## config.mk

```make
export PLATFORM = sky130hd
export DESIGN_NAME = aic_evt_ctrl
export DESIGN_NICKNAME = d
export VERILOG_FILES = /design/src/rtl/aic_pkg.sv /design/src/rtl/aic_w1_bank.sv /design/src/rtl/aic_lowest.sv /design/src/rtl/aic_ipi.sv /design/src/rtl/aic_evt_ctrl.sv
export SDC_FILE = /design/constraint.sdc
export NUM_CORES = 1
export LEC_CHECK = 0
export BUFFER_PORTS_ARGS = -buffer_cell sky130_fd_sc_hd__buf_2
export CAP_MARGIN = 15
export CORE_UTILIZATION = 30
export CTS_CLUSTER_DIAMETER = 150
export DETAILED_ROUTE_END_ITERATION = 10
export GPL_ROUTABILITY_DRIVEN = 0
export MAX_ROUTING_LAYER = met4
export PLACE_DENSITY = 0.56
export SLEW_MARGIN = 25
export SYNTH_ARGS = -nofsm -noshare
export SYNTH_HDL_FRONTEND = slang
export SYNTH_SLANG_ARGS = --single-unit
```

## constraint.sdc

```tcl
create_clock -name clk -period 3.5 [get_ports clk]
set_clock_uncertainty 0.05 [all_clocks]
set_input_delay 0.525 -clock clk [delete_from_list [all_inputs] [get_ports clk]]
set_output_delay 0.525 -clock clk [all_outputs]
set_load 0.02 [all_outputs]
```

## src/rtl/aic_pkg.sv

```systemverilog
package aic_pkg;

    localparam logic [15:0] OFF_INFO     = 16'h0004;
    localparam logic [15:0] OFF_CPU_ID   = 16'h2000;
    localparam logic [15:0] OFF_EVENT    = 16'h2004;
    localparam logic [15:0] OFF_IPI_SEND = 16'h2008;
    localparam logic [15:0] OFF_IPI_ACK  = 16'h200C;
    localparam logic [15:0] OFF_IPI_MSET = 16'h2024;
    localparam logic [15:0] OFF_IPI_MCLR = 16'h2028;

    // Bank selector is addr[15:7]; each bank spans 0x80 bytes.
    localparam logic [8:0] BANK_SW_SET = 9'h080;
    localparam logic [8:0] BANK_SW_CLR = 9'h081;
    localparam logic [8:0] BANK_MK_SET = 9'h082;
    localparam logic [8:0] BANK_MK_CLR = 9'h083;
    localparam logic [3:0] PAGE_TARGET = 4'h3;

    typedef enum logic [7:0] {
        EV_NONE = 8'd0,
        EV_HW   = 8'd1,
        EV_IPI  = 8'd4
    } ev_kind_e;

    typedef struct packed {
        logic [7:0]  die;
        ev_kind_e    kind;
        logic [15:0] num;
    } ev_word_t;

    localparam logic [15:0] IPI_NUM_OTHER = 16'd1;
    localparam logic [15:0] IPI_NUM_SELF  = 16'd2;

    function automatic ev_word_t make_event(ev_kind_e k, logic [15:0] n);
        ev_word_t e;
        e.die  = 8'd0;
        e.kind = k;
        e.num  = n;
        return e;
    endfunction

endpackage

```

## src/rtl/aic_w1_bank.sv

```systemverilog
module aic_w1_bank #(
    parameter int    N       = 64,
    parameter bit    RST_VAL = 1'b0
) (
    input  logic         clk,
    input  logic         rst,
    input  logic         set_en,
    input  logic         clr_en,
    input  logic [4:0]   word_sel,
    input  logic [31:0]  wdata,
    input  logic [N-1:0] force_set,
    output logic [N-1:0] bits
);
    for (genvar i = 0; i < N; i++) begin : g_bit
        localparam int W = i / 32;
        localparam int B = i % 32;
        logic hit;
        assign hit = (word_sel == 5'(W)) && wdata[B];
        always_ff @(posedge clk) begin
            if (rst)
                bits[i] <= RST_VAL;
            else if (force_set[i] || (set_en && hit))
                bits[i] <= 1'b1;
            else if (clr_en && hit)
                bits[i] <= 1'b0;
        end
    end
endmodule

```

## src/rtl/aic_lowest.sv

```systemverilog
module aic_lowest #(
    parameter int N  = 64,
    parameter int IW = $clog2(N)
) (
    input  logic [N-1:0]  req,
    output logic          found,
    output logic [IW-1:0] idx
);
    always_comb begin
        found = 1'b0;
        idx   = '0;
        for (int i = N - 1; i >= 0; i--) begin
            if (req[i]) begin
                found = 1'b1;
                idx   = IW'(i);
            end
        end
    end
endmodule

```

## src/rtl/aic_ipi.sv

```systemverilog
module aic_ipi (
    input  logic       clk,
    input  logic       rst,
    input  logic       send_en,
    input  logic       ack_en,
    input  logic       mset_en,
    input  logic       mclr_en,
    input  logic [1:0] sel,      // [0] other, [1] self
    input  logic [1:0] take,     // event read consumed this IPI
    output logic [1:0] pend,
    output logic [1:0] mask
);
    for (genvar k = 0; k < 2; k++) begin : g_src
        always_ff @(posedge clk) begin
            if (rst) begin
                pend[k] <= 1'b0;
                mask[k] <= 1'b1;
            end else begin
                if (send_en && sel[k])
                    pend[k] <= 1'b1;
                else if (ack_en && sel[k])
                    pend[k] <= 1'b0;
                if (take[k] || (mset_en && sel[k]))
                    mask[k] <= 1'b1;
                else if (mclr_en && sel[k])
                    mask[k] <= 1'b0;
            end
        end
    end
endmodule

```

## src/rtl/aic_evt_ctrl.sv

```systemverilog
module aic_evt_ctrl
    import aic_pkg::*;
#(
    parameter int NUM_LINES = 64
) (
    input  logic                 clk,
    input  logic                 rst,
    input  logic [15:0]          bus_addr,
    input  logic                 bus_wr,
    input  logic                 bus_rd,
    input  logic [31:0]          bus_wdata,
    output logic [31:0]          bus_rdata,
    input  logic [NUM_LINES-1:0] irq_lines,
    output logic                 irq_out
);
    localparam int NW = (NUM_LINES + 31) / 32;
    localparam int IW = $clog2(NUM_LINES);

    // ---------------- address decode ----------------
    logic       aligned, word_ok, tgt_ok;
    logic [8:0] bank;
    logic [4:0] word_sel;
    logic [9:0] tgt_line;

    assign aligned  = (bus_addr[1:0] == 2'b00);
    assign bank     = bus_addr[15:7];
    assign word_sel = bus_addr[6:2];
    assign word_ok  = aligned && (int'(word_sel) < NW);
    assign tgt_line = bus_addr[11:2];
    assign tgt_ok   = aligned && (bus_addr[15:12] == PAGE_TARGET)
                      && (int'(tgt_line) < NUM_LINES);

    logic sw_set_we, sw_clr_we, mk_set_we, mk_clr_we, tgt_we;
    assign sw_set_we = bus_wr && word_ok && (bank == BANK_SW_SET);
    assign sw_clr_we = bus_wr && word_ok && (bank == BANK_SW_CLR);
    assign mk_set_we = bus_wr && word_ok && (bank == BANK_MK_SET);
    assign mk_clr_we = bus_wr && word_ok && (bank == BANK_MK_CLR);
    assign tgt_we    = bus_wr && tgt_ok;

    logic evt_rd;
    assign evt_rd = bus_rd && (bus_addr == OFF_EVENT);

    // ---------------- state ----------------
    logic [NUM_LINES-1:0] sw_bits, mask_bits, routed, mask_force, elig;
    logic [1:0]           ipi_pend, ipi_mask, ipi_avail, ipi_take;

    aic_w1_bank #(.N(NUM_LINES), .RST_VAL(1'b0)) u_sw (
        .clk(clk), .rst(rst), .set_en(sw_set_we), .clr_en(sw_clr_we),
        .word_sel(word_sel), .wdata(bus_wdata),
        .force_set('0), .bits(sw_bits)
    );

    aic_w1_bank #(.N(NUM_LINES), .RST_VAL(1'b1)) u_mask (
        .clk(clk), .rst(rst), .set_en(mk_set_we), .clr_en(mk_clr_we),
        .word_sel(word_sel), .wdata(bus_wdata),
        .force_set(mask_force), .bits(mask_bits)
    );

    for (genvar i = 0; i < NUM_LINES; i++) begin : g_tgt
        always_ff @(posedge clk) begin
            if (rst)
                routed[i] <= 1'b0;
            else if (tgt_we && (tgt_line == 10'(i)))
                routed[i] <= bus_wdata[0];
        end
    end

    aic_ipi u_ipi (
        .clk(clk), .rst(rst),
        .send_en(bus_wr && (bus_addr == OFF_IPI_SEND)),
        .ack_en (bus_wr && (bus_addr == OFF_IPI_ACK)),
        .mset_en(bus_wr && (bus_addr == OFF_IPI_MSET)),
        .mclr_en(bus_wr && (bus_addr == OFF_IPI_MCLR)),
        .sel({bus_wdata[31], bus_wdata[0]}),
        .take(ipi_take),
        .pend(ipi_pend), .mask(ipi_mask)
    );

    // ---------------- event selection ----------------
    assign elig      = (irq_lines | sw_bits) & ~mask_bits & routed;
    assign ipi_avail = ipi_pend & ~ipi_mask;

    logic          line_found;
    logic [IW-1:0] line_idx;

    aic_lowest #(.N(NUM_LINES), .IW(IW)) u_pick (
        .req(elig), .found(line_found), .idx(line_idx)
    );

    ev_word_t ev;
    always_comb begin
        ev         = make_event(EV_NONE, 16'd0);
        ipi_take   = 2'b00;
        mask_force = '0;
        if (ipi_avail[0]) begin
            ev          = make_event(EV_IPI, IPI_NUM_OTHER);
            ipi_take[0] = evt_rd;
        end else if (ipi_avail[1]) begin
            ev          = make_event(EV_IPI, IPI_NUM_SELF);
            ipi_take[1] = evt_rd;
        end else if (line_found) begin
            ev = make_event(EV_HW, 16'(line_idx));
            if (evt_rd)
                mask_force = NUM_LINES'(1) << line_idx;
        end
    end

    assign irq_out = (|elig) || (|ipi_avail);

    // ---------------- read path ----------------
    function automatic logic [31:0] bank_word(input logic [NUM_LINES-1:0] v,
                                              input logic [4:0] w);
        logic [31:0] r;
        r = '0;
        for (int b = 0; b < 32; b++) begin
            if (int'(w) * 32 + b < NUM_LINES)
                r[b] = v[int'(w) * 32 + b];
        end
        return r;
    endfunction

    logic [31:0] rd_mux;
    always_comb begin
        rd_mux = '0;
        if (bus_addr == OFF_INFO)
            rd_mux = {4'd0, 4'd0, 8'd0, 16'(NUM_LINES)};
        else if (bus_addr == OFF_CPU_ID)
            rd_mux = '0;
        else if (bus_addr == OFF_EVENT)
            rd_mux = ev;
        else if (bus_addr == OFF_IPI_SEND || bus_addr == OFF_IPI_ACK)
            rd_mux = {ipi_pend[1], 30'd0, ipi_pend[0]};
        else if (bus_addr == OFF_IPI_MSET || bus_addr == OFF_IPI_MCLR)
            rd_mux = {ipi_mask[1], 30'd0, ipi_mask[0]};
        else if (tgt_ok)
            rd_mux = {31'd0, routed[tgt_line[IW-1:0]]};
        else if (word_ok && (bank == BANK_SW_SET || bank == BANK_SW_CLR))
            rd_mux = bank_word(sw_bits, word_sel);
        else if (word_ok && (bank == BANK_MK_SET || bank == BANK_MK_CLR))
            rd_mux = bank_word(mask_bits, word_sel);
    end

    always_ff @(posedge clk) begin
        if (rst)
            bus_rdata <= '0;
        else if (bus_rd)
            bus_rdata <= rd_mux;
    end

endmodule

```

==> impl_metrics.toml, run 1 <==
[final_layout]
instances_no_fill = 2364
synthToLayoutAreaGrowth_pct = 17.35
final_layout_size_suffix_gt1_frac = 0.1936
nNetsFinal = 1879
nFillCells = 4574

[timing]
slew_viol_final = 0
fin_crit_ps = 3520
fin_ws_ps = -19.57
setup_viol = 1
rsz0062_at_grt = "no"
finalCritPeriodShare = 1.006
timing.fmax_mhz = 284.1
tightestPinTransition_ps = 947.8
setup-tns-final_ps = -19.57
slew_headroom = 0.3675
hold_violations = 0

[synthesis]
synthXorXnorAreaFrac = 0
synth_fa_ha_area_frac = 0
syn_nets = 1777
synth.ff_latch_count = 228
synth_area_um2 = 13350
synth-simple-area-share = 0.2287
avgSynthCellArea_um2 = 8.039
synthCells = 1661
yosysSeqAreaShare = 0.3418
synth-edff-count = 0
synthArstFlopShare = 0
synth_top_family_by_area = "compound AO/OA/AOI/OAI gates"
synth_ff_type = "dfxtp_1"
synth.area.mux_share = 0.1089
netlist-cell-type-count = 76
synth_compound_area_frac = 0.2713
ys_warn_count = 0

[pwr]
combPwrFrac = 0.076
p_sw_mw = 1.457
p_seq_frac = 0.454
p_int_mw = 4.260
cellPowerDensity_nw_per_um2 = 364.9
swShare = 0.2549
power_frac_clock = 0.470
peakVddDrop_uv = 301.5
p_leak_nw = 5.218

[critical_path]
cp.depth = 7
critPathRequiredTime_ps = 2920
crit_slowest_cell = "nand4_1"
crit_path_start_kind = "register"
path_cells = "nor2_1 > o22ai_1 > nor4_4 > nand4_1 > nor3_1 > nand2b_1 > buf_2"
path_buf_inv = 1
reg2regPathDepth = 9
critPathMaxFanout = 5
critPathKind = "register to output pin"
cp_data_arrival_time_ps = 2940
cp_slowest_stage_delay_ps = 410
endpoint_kind = "output pin"
crit_family = "simple AND/OR/NAND/NOR gates"

[route]
route.detailed.drc = 0
wl_per_cell_um = 23.04
vias = 14016
dr.first_iter.drc_count = 1659
firstDrtPassIters = 6
drtAntennaViolNets = 0
vias_per_cell = 5.929
wirelength_um = 54460

[global_route]
grt_overflow = 0
grt_start_max_net_pins = 121
grt_use_total = 0.2443
grt_pass1_wl_um = 81710
antenna_found_initial = 2
first_global_vias = 12920

[die]
row_count = 76
die_h_um = 213.0
die-area_um2 = 45360
io_pins = 149
initial_core_util = 0.3073
coreArea_um2 = 43460
die_w_um = 213.0

[clock_tree]
cts_tree = "yes"
htree_levels = 1
clkSinkCount = 228
worstSkewPairLatency_ps = 570
clk_pin_slew_ps = 60
cts_made_buffers = 27
clock_path_buffers = 3
postCtsHoldBufs = 0
cts_root_buffer = "clkbuf_16"

[placement]
dp.final_hpwl_um = 39860
io_buffers = 148
dp.cells = 2319

[outcome]
status = "finished with violations"
violations = "setup timing"

[run]
drv_cap = 0

[worst_hold_path]
hold_path_depth = 3
hp-class = "input pin to register"
[power groups by stage]
stage / combinational, mW / sequential, mW / clock (mW)
after floorplan: 0.225 / 2.65 / 0
after global placement: 0.424 / 2.65 / 0
after detailed placement: 0.424 / 2.65 / 0
after CTS: 0.426 / 2.60 / 2.71
after global routing: 0.459 / 2.59 / 2.80
final: 0.433 / 2.60 / 2.69
[what timing repair did]
item | in CTS | in global routing
buffers inserted | 0 | 0
resized for setup | 0 | 2
setup endpoints to repair | 0 | 1
[final cells by class]
type                    count  area (um2)  share of cell area
repair buffers            210        1303             0.08312
clock buffers              40       784.5             0.05006
multi-input cells        1273        8177              0.5218
inverters                  23       86.33            0.005509
well taps                 585       732.0             0.04671
flip-flops and latches    228        4564              0.2913
clock inverters             3       18.77            0.001198
diodes                      2       5.005           0.0003194
[cell families after synthesis]
group	Yosys count
buffers and inverters	160
multiplexers	79
AO/OA/AOI/OAI	566
AND/OR/NAND/NOR	628
flip-flops	228
[path summary, 6_finish.rpt]
check	slack (ps)	from	to
hold reg to reg	420	bus_rdata[5]$_SDFFE_PP0P_	bus_rdata[5]$_SDFFE_PP0P_
setup / recovery	-20	u_sw.bits[27]$_SDFFE_PP0P_	irq_out
hold / removal	190	bus_wdata[3]	u_sw.bits[3]$_SDFFE_PP0P_
setup reg to reg	170	routed[3]$_SDFFE_PP0P_	u_mask.bits[17]$_SDFFE_PP1P_
[Yosys cell counts, types with 7 or more instances]
| cell | number | area share |
|---|---|---|
| a211oi_1 | 11 | 0.0062 |
| a21oi_1 | 128 | 0.048 |
| a22oi_1 | 26 | 0.015 |
| buf_1 | 7 | 0.0020 |
| buf_2 | 22 | 0.0082 |
| clkbuf_1 | 103 | 0.029 |
| dfxtp_1 | 228 | 0.34 |
| inv_1 | 22 | 0.0062 |
| mux2i_1 | 26 | 0.019 |
| mux4_2 | 53 | 0.089 |
| nand2_1 | 123 | 0.035 |
| nand2b_1 | 48 | 0.022 |
| nand3_1 | 81 | 0.030 |
| nand4_1 | 34 | 0.016 |
| nor2_1 | 226 | 0.064 |
| nor2b_1 | 20 | 0.0094 |
| nor3_1 | 17 | 0.0064 |
| o211ai_1 | 7 | 0.0039 |
| o21ai_0 | 178 | 0.067 |
| o22ai_1 | 7 | 0.0033 |
| o2bb2ai_1 | 12 | 0.0079 |
| o31ai_1 | 118 | 0.066 |
| o32a_1 | 7 | 0.0052 |
| o32ai_1 | 13 | 0.0085 |
| or2_1 | 8 | 0.0037 |
| or2_2 | 15 | 0.0070 |
| or3_1 | 12 | 0.0056 |
[sequential cells by signal, indices dropped and copies added (netlist names)]
register,count
u_ipi.mask,2
u_mask.bits,64
u_sw.bits,64
routed,64
bus_rdata,32
u_ipi.pend,2
[layout by cell type, fill, tap and decap left out, types with 7 or more instances in the layout]
cell,synthesis,routed
buf_12,0,7
o211ai_1,7,7
or2_1,8,8
a22oi_1,26,26
o22ai_1,7,7
or3_1,12,12
nand4_1,34,34
nand2b_1,48,48
o31ai_1,118,118
a21oi_1,128,128
buf_2,22,146
nand3_1,81,80
nor4_2,5,7
inv_1,22,22
clkbuf_1,103,7
a211oi_1,11,11
or2_2,15,15
o21ai_0,178,178
o32ai_1,13,13
buf_4,2,56
o2bb2ai_1,12,12
dfxtp_1,228,228
nor2_1,226,224
clkbuf_16,0,27
nor2b_1,20,20
mux4_2,53,53
o32a_1,7,7
nor3_1,17,16
nand2_1,123,123
mux2i_1,26,26
[metal layers]
layer	up-vias	global-route usage	part of all wire
met5	-	-	0
met2	746	0.3550	0.43
li1	6396	-	-
met4	0	0.07368	0.029
met1	6773	0.3396	0.45
met3	101	0.04751	0.095
[stage by stage]
stage / power [mW] / utilization / instance area (um2) / hold WS (ps) / setup WS [ps]
CTS: 5.735 / 0.3602 / 15650 / 180.2 / 25.71
floorplan: 2.879 / - / 13350 / 387.4 / 761.7
detailed placement: 3.077 / 0.3417 / 14850 / 406.7 / 201.9
global route: 5.854 / 0.3606 / 15670 / 204.3 / 5.884
finish: 5.718 / 0.3606 / 15670 / 194.2 / -19.57
global placement: 3.077 / 0.3417 / 14850 / 403.3 / 201.9
[tightest hold or removal path, delay by kind of cell]
kind                   cells  cell delay (ps)
and+or+nand+nor            1               60
AOI/OAI and AO/OA          1               50
buffers and inverters      1              120
Power figures use the tool's default switching activity.
==> inputs of run 2 (changes only) <==
--- a/config.mk
+++ b/config.mk
@@ -14,4 +14,5 @@
 export MAX_ROUTING_LAYER = met4
 export PLACE_DENSITY = 0.56
+export REMOVE_ABC_BUFFERS = 1
 export SLEW_MARGIN = 25
 export SYNTH_ARGS = -nofsm -noshare
--- a/constraint.sdc
+++ b/constraint.sdc
@@ -3,3 +3,3 @@
 set_input_delay 0.525 -clock clk [delete_from_list [all_inputs] [get_ports clk]]
 set_output_delay 0.525 -clock clk [all_outputs]
-set_load 0.02 [all_outputs]
+set_load 0.05 [all_outputs]
==> run 2 against run 1 <==
Against the previous run: the flow now finishes without violations; hold slack better by 1.9 ps; sequential share of layout area down 0.24 points; global-route usage grew 0.24 points; final area grew 0.81%; combinational power is 2% higher; critical path depth increased by 2; power grew 2.9%; clock power increased by 6%; register-to-register slack got worse by 40 ps; largest cell class unchanged; largest power group unchanged.
==> impl_metrics.toml, run 2 (synthesis gave the netlist of run 1 again) <==
[global_route]
grt_pass1_wl_um = 82030
grt_start_max_net_pins = 121
grt_overflow = 0
first_global_vias = 13018
grt_use_total = 0.2467
antenna_found_initial = 3

[timing]
timing.fmax_mhz = 296.6
slew_headroom = 0.3162
finalCritPeriodShare = 0.9632
rsz0062_at_grt = "no"
setup-tns-final_ps = 0
slew_viol_final = 0
fin_ws_ps = 128.9
hold_violations = 0
fin_crit_ps = 3371
holdWs_ps = 196.1
tightestPinTransition_ps = 1022
setup_viol = 0

[clock_tree]
clk_pin_slew_ps = 60
worstSkewPairLatency_ps = 570
clkSinkCount = 228
cts_root_buffer = "clkbuf_16"
clock_path_buffers = 3
cts_made_buffers = 27
htree_levels = 1
cts_tree = "yes"

[critical_path]
cp_data_arrival_time_ps = 3790
crit_slowest_cell = "a311oi_1"
cp_slowest_stage_delay_ps = 700
endpoint_kind = "register"
path_buf_inv = 1
critPathMaxFanout = 8
crit_path_start_kind = "register"
path_cells = "nor2b_1 > nand2_1 > a311oi_1 > o211ai_1 > a221oi_1 > o221ai_1 > nand2b_1 > buf_4 > o31ai_1"
critPathRequiredTime_ps = 3910
critPathKind = "register to register"
crit_family = "compound AO/OA/AOI/OAI gates"

[placement]
place_ws_ps = 135.7
dp.cells = 2318
io_buffers = 148
dp.final_hpwl_um = 39620

[die]
die_w_um = 213.0
row_count = 76
initial_core_util = 0.3073
die_h_um = 213.0
die-area_um2 = 45360
io_pins = 149
coreArea_um2 = 43460

[final_layout]
final_layout_size_suffix_gt1_frac = 0.1969
synthToLayoutAreaGrowth_pct = 18.31
reg_top3 = "routed (64), u_mask.bits (64), u_sw.bits (64)"
nFillCells = 4579
instances_no_fill = 2371
layout_commonest_cell = "dfxtp_1"
nNetsFinal = 1878
final_cell_mix = "dfxtp_1 (228), nor2_1 (224), o21ai_0 (178)"

[run]
drv_cap = 0

[worst_hold_path]
hp-class = "input pin to register"

[route]
wl_per_cell_um = 23.07
vias_per_cell = 5.873
wirelength_um = 54700
dr.first_iter.drc_count = 1423
route.detailed.drc = 0
firstDrtPassIters = 5
vias = 13926
drtAntennaViolNets = 0

[pwr]
peakVddDrop_uv = 227.0
power_frac_clock = 0.483
finalPower_mw = 5.881
p_sw_mw = 1.500
swShare = 0.2550
p_leak_nw = 5.272
cellPowerDensity_nw_per_um2 = 372.2
p_seq_frac = 0.441
p_int_mw = 4.381
combPwrFrac = 0.075

[outcome]
status = "finished clean"
[run 2: power by group through the flow]
stage	logic (mW)	registers, mW	clock network [mW]
final	0.442	2.60	2.84
after floorplan	0.130	2.66	0
after CTS	0.439	2.60	2.88
after global routing	0.469	2.59	2.98
after global placement	0.435	2.65	0
after detailed placement	0.438	2.65	0
[run 2: final cells by class]
cell class,count,area (um2),area share
Tap cell,585,732.0,0.04633
Clock buffer,42,802.0,0.05077
Timing Repair Buffer,209,1345,0.08514
Sequential cell,228,4564,0.2889
Antenna cell,3,7.507,0.0004752
Multi-Input combinational cell,1273,8188,0.5183
Inverter,23,86.33,0.005465
Clock inverter,8,72.57,0.004594
[run 2: per-stage QoR]
stage                 util  cell area (um2)
finish              0.3635            15800
detailed placement  0.3427            14890
floorplan                -            12780
global placement    0.3427            14890
CTS                 0.3630            15770
global route        0.3635            15800
[run 2: timing repair]
| action | 4_1_cts | 5_1_grt |
|---|---|---|
| setup endpoints to repair | 1 | 1 |
| buffers inserted | 0 | 0 |
| endpoints found under the hold margin | 0 | 0 |
| resized for setup | 1 | 3 |
| hold buffers | 0 | 0 |
[run 2: layer usage]
metal,track usage,vias to the layer above,part of all wire
met1,0.3288,6722,0.43
met4,0.09675,0,0.039
met2,0.3737,674,0.44
met5,-,-,0
li1,-,6406,-
met3,0.03765,124,0.083
[run 2: worst min-delay path, stage by stage]
cell and delay, ps:
buf_2 120, nand3_1 60, a21oi_1 60
[run 2: final timing paths]
kind	startpoint	endpoint	cells after the start	slack (ps)
worst max-delay path	routed[3]$_SDFFE_PP0P_	u_mask.bits[51]$_SDFFE_PP1P_	9	130
worst min-delay path	bus_wdata[19]	u_sw.bits[51]$_SDFFE_PP0P_	3	200
worst max register to register	routed[3]$_SDFFE_PP0P_	u_mask.bits[51]$_SDFFE_PP1P_	9	130
worst min register to register	bus_rdata[5]$_SDFFE_PP0P_	bus_rdata[5]$_SDFFE_PP0P_	2	420
==> inputs of run 3 (changes only) <==
Settings changed: PLACE_DENSITY 0.56 to default, PLACE_DENSITY_LB_ADDON from default to 0.1.
==> run 3 against run 2 <==
Against the previous run: die area stayed put; combinational power hardly changed; non-clock buffer count is 6 higher; final area is 0.96% higher; maximum frequency is 1.4% lower.
==> impl_metrics.toml, run 3 (synthesis gave the netlist of run 1 again) <==
[outcome]
status = "finished clean"

[pwr]
swShare = 0.2457
cellPowerDensity_nw_per_um2 = 394.1
p_leak_nw = 5.363
combPwrFrac = 0.070
p_int_mw = 4.741
power_frac_clock = 0.517
p_sw_mw = 1.544
p_seq_frac = 0.413
peakVddDrop_uv = 326.9
finalPower_mw = 6.285

[clock_tree]
clkSinkCount = 228
cts_root_buffer = "clkbuf_16"
htree_levels = 1
clk_pin_slew_ps = 60
cts_tree = "yes"
worstSkewPairLatency_ps = 570
clock_path_buffers = 3
cts_made_buffers = 29

[worst_hold_path]
hold-path-endpoint = "u_sw.bits[14]$_SDFFE_PP0P_"
hp-class = "input pin to register"
min_from = "bus_wdata[14]"
hold_path_depth = 3

[final_layout]
diodes = 0
final_cell_mix = "dfxtp_1 (228), nor2_1 (224), o21ai_0 (178)"
final_layout_size_suffix_gt1_frac = 0.2021
nFillCells = 4565
reg_top3 = "routed (64), u_mask.bits (64), u_sw.bits (64)"
nNetsFinal = 1886
synthToLayoutAreaGrowth_pct = 19.44
layout_commonest_cell = "dfxtp_1"

[timing]
holdWs_ps = 196.4
timing.fmax_mhz = 292.6
hold_violations = 0
fin_crit_ps = 3418
finalCritPeriodShare = 0.9766
slew_headroom = 0.2693
tightestPinTransition_ps = 1093
slew_viol_final = 0
setup_viol = 0

[global_route]
first_global_vias = 12850
grt_use_total = 0.2596
antenna_found_initial = 2
grt_start_max_net_pins = 121
grt_overflow = 0
grt_pass1_wl_um = 85140

[critical_path]
reg2reg_to = "u_mask.bits[37]$_SDFFE_PP1P_"
critPathKind = "register to output pin"
critPathRequiredTime_ps = 2920
reg2reg_slack_ps = 250
critPathMaxFanout = 5
r2r-start = "routed[3]$_SDFFE_PP0P_"
endpoint_kind = "output pin"
reg2regPathDepth = 9
crit_path_start_kind = "register"
cp_data_arrival_time_ps = 2840

[route]
wl_per_cell_um = 24.13
firstDrtPassIters = 5
dr.first_iter.drc_count = 1178
wirelength_um = 57320
vias = 13654
vias_per_cell = 5.747
drtAntennaViolNets = 0
route.detailed.drc = 0

[die]
coreArea_um2 = 43460
initial_core_util = 0.3073
die_h_um = 213.0
die-area_um2 = 45360
die_w_um = 213.0
row_count = 76
io_pins = 149

[placement]
dp.final_hpwl_um = 42630
io_buffers = 148

[run]
drv_cap = 0
## run 3: cell types whose count changed in the layout (fill, tap and decap cells not counted), moves of 2 or more
cell,before,now
nor4_4,3,5
nor4_2,8,6
clkbuf_1,8,6
buf_4,51,61
clkbuf_16,27,29
bufinv_16,1,5
buf_12,11,7
diode_2,3,0
## run 3: area by class of cell
cell class,count,area [um2],share of cell area
clock buffers,41,830.8,0.05209
clock inverters,11,182.7,0.01145
inverters,23,86.33,0.005413
multi-input cells,1273,8213,0.5149
flip-flops and latches,228,4564,0.2862
well taps,585,732.0,0.04589
repair buffers,215,1340,0.08402
## run 3: layer usage
metal | wire (um) | GRT usage | vias up
met5 | 0 | - | -
met4 | 1081 | 0.05706 | 0
met3 | 3472 | 0.02662 | 64
met1 | 26610 | 0.3627 | 6690
met2 | 26160 | 0.4028 | 480
li1 | - | - | 6420
## run 3: per-stage QoR
step                TNS (ps)  std cells  utilization  worst slack (ps)  cell area, um2
floorplan            -157490       1524            -             -1981           12780
global placement      -14810       2324       0.3426            -377.4           14890
detailed placement    -13310       2324       0.3426            -358.7           14890
CTS                        0       2376       0.3660             20.46           15910
global route          -36.36       2376       0.3670            -36.36           15950
finish                     0       2376       0.3670             82.05           15950
## run 3: worst max-delay path by stage
| stage | start | endpoint | slack (ps) | cells after the start |
|---|---|---|---|---|
| global route | u_sw.bits[5]$_SDFFE_PP0P_ | irq_out | -40 | 7 |
| floorplan | bus_addr[4] | u_mask.bits[19]$_SDFFE_PP1P_ | -1980 | 7 |
| global placement | irq_lines[6] | u_mask.bits[5]$_SDFFE_PP1P_ | -380 | 10 |
| CTS | u_sw.bits[21]$_SDFFE_PP0P_ | irq_out | 20 | 7 |
| detailed placement | irq_lines[6] | u_mask.bits[37]$_SDFFE_PP1P_ | -360 | 10 |
| finish | u_sw.bits[5]$_SDFFE_PP0P_ | irq_out | 80 | 7 |
## run 3: power by group through the flow
| stage | registers, mW | logic (mW) | clock network [mW] |
|---|---|---|---|
| finish | 2.60 | 0.441 | 3.25 |
| global route | 2.59 | 0.472 | 3.43 |
| CTS | 2.60 | 0.443 | 3.31 |
| detailed placement | 2.65 | 0.442 | 0 |
| global placement | 2.65 | 0.442 | 0 |
| floorplan | 2.66 | 0.130 | 0 |
## run 3: worst max-delay path, cell delays in order, from the launching register on
cell and delay, ps:
dfxtp_1 320, or2_1 280, o2bb2ai_1 260, nor4_2 420, nand4_1 350, nor3_1 310
nand2b_1 120, buf_2 220
## run 3: repair_timing
| item | 4_1_cts | 5_1_grt |
|---|---|---|
| cloned | 0 | 0 |
| setup buffers | 0 | 0 |
| hold buffers | 0 | 0 |
| setup endpoints to repair | 25 | 10 |
| pin swaps | 0 | 1 |
| gates resized for setup | 1 | 6 |
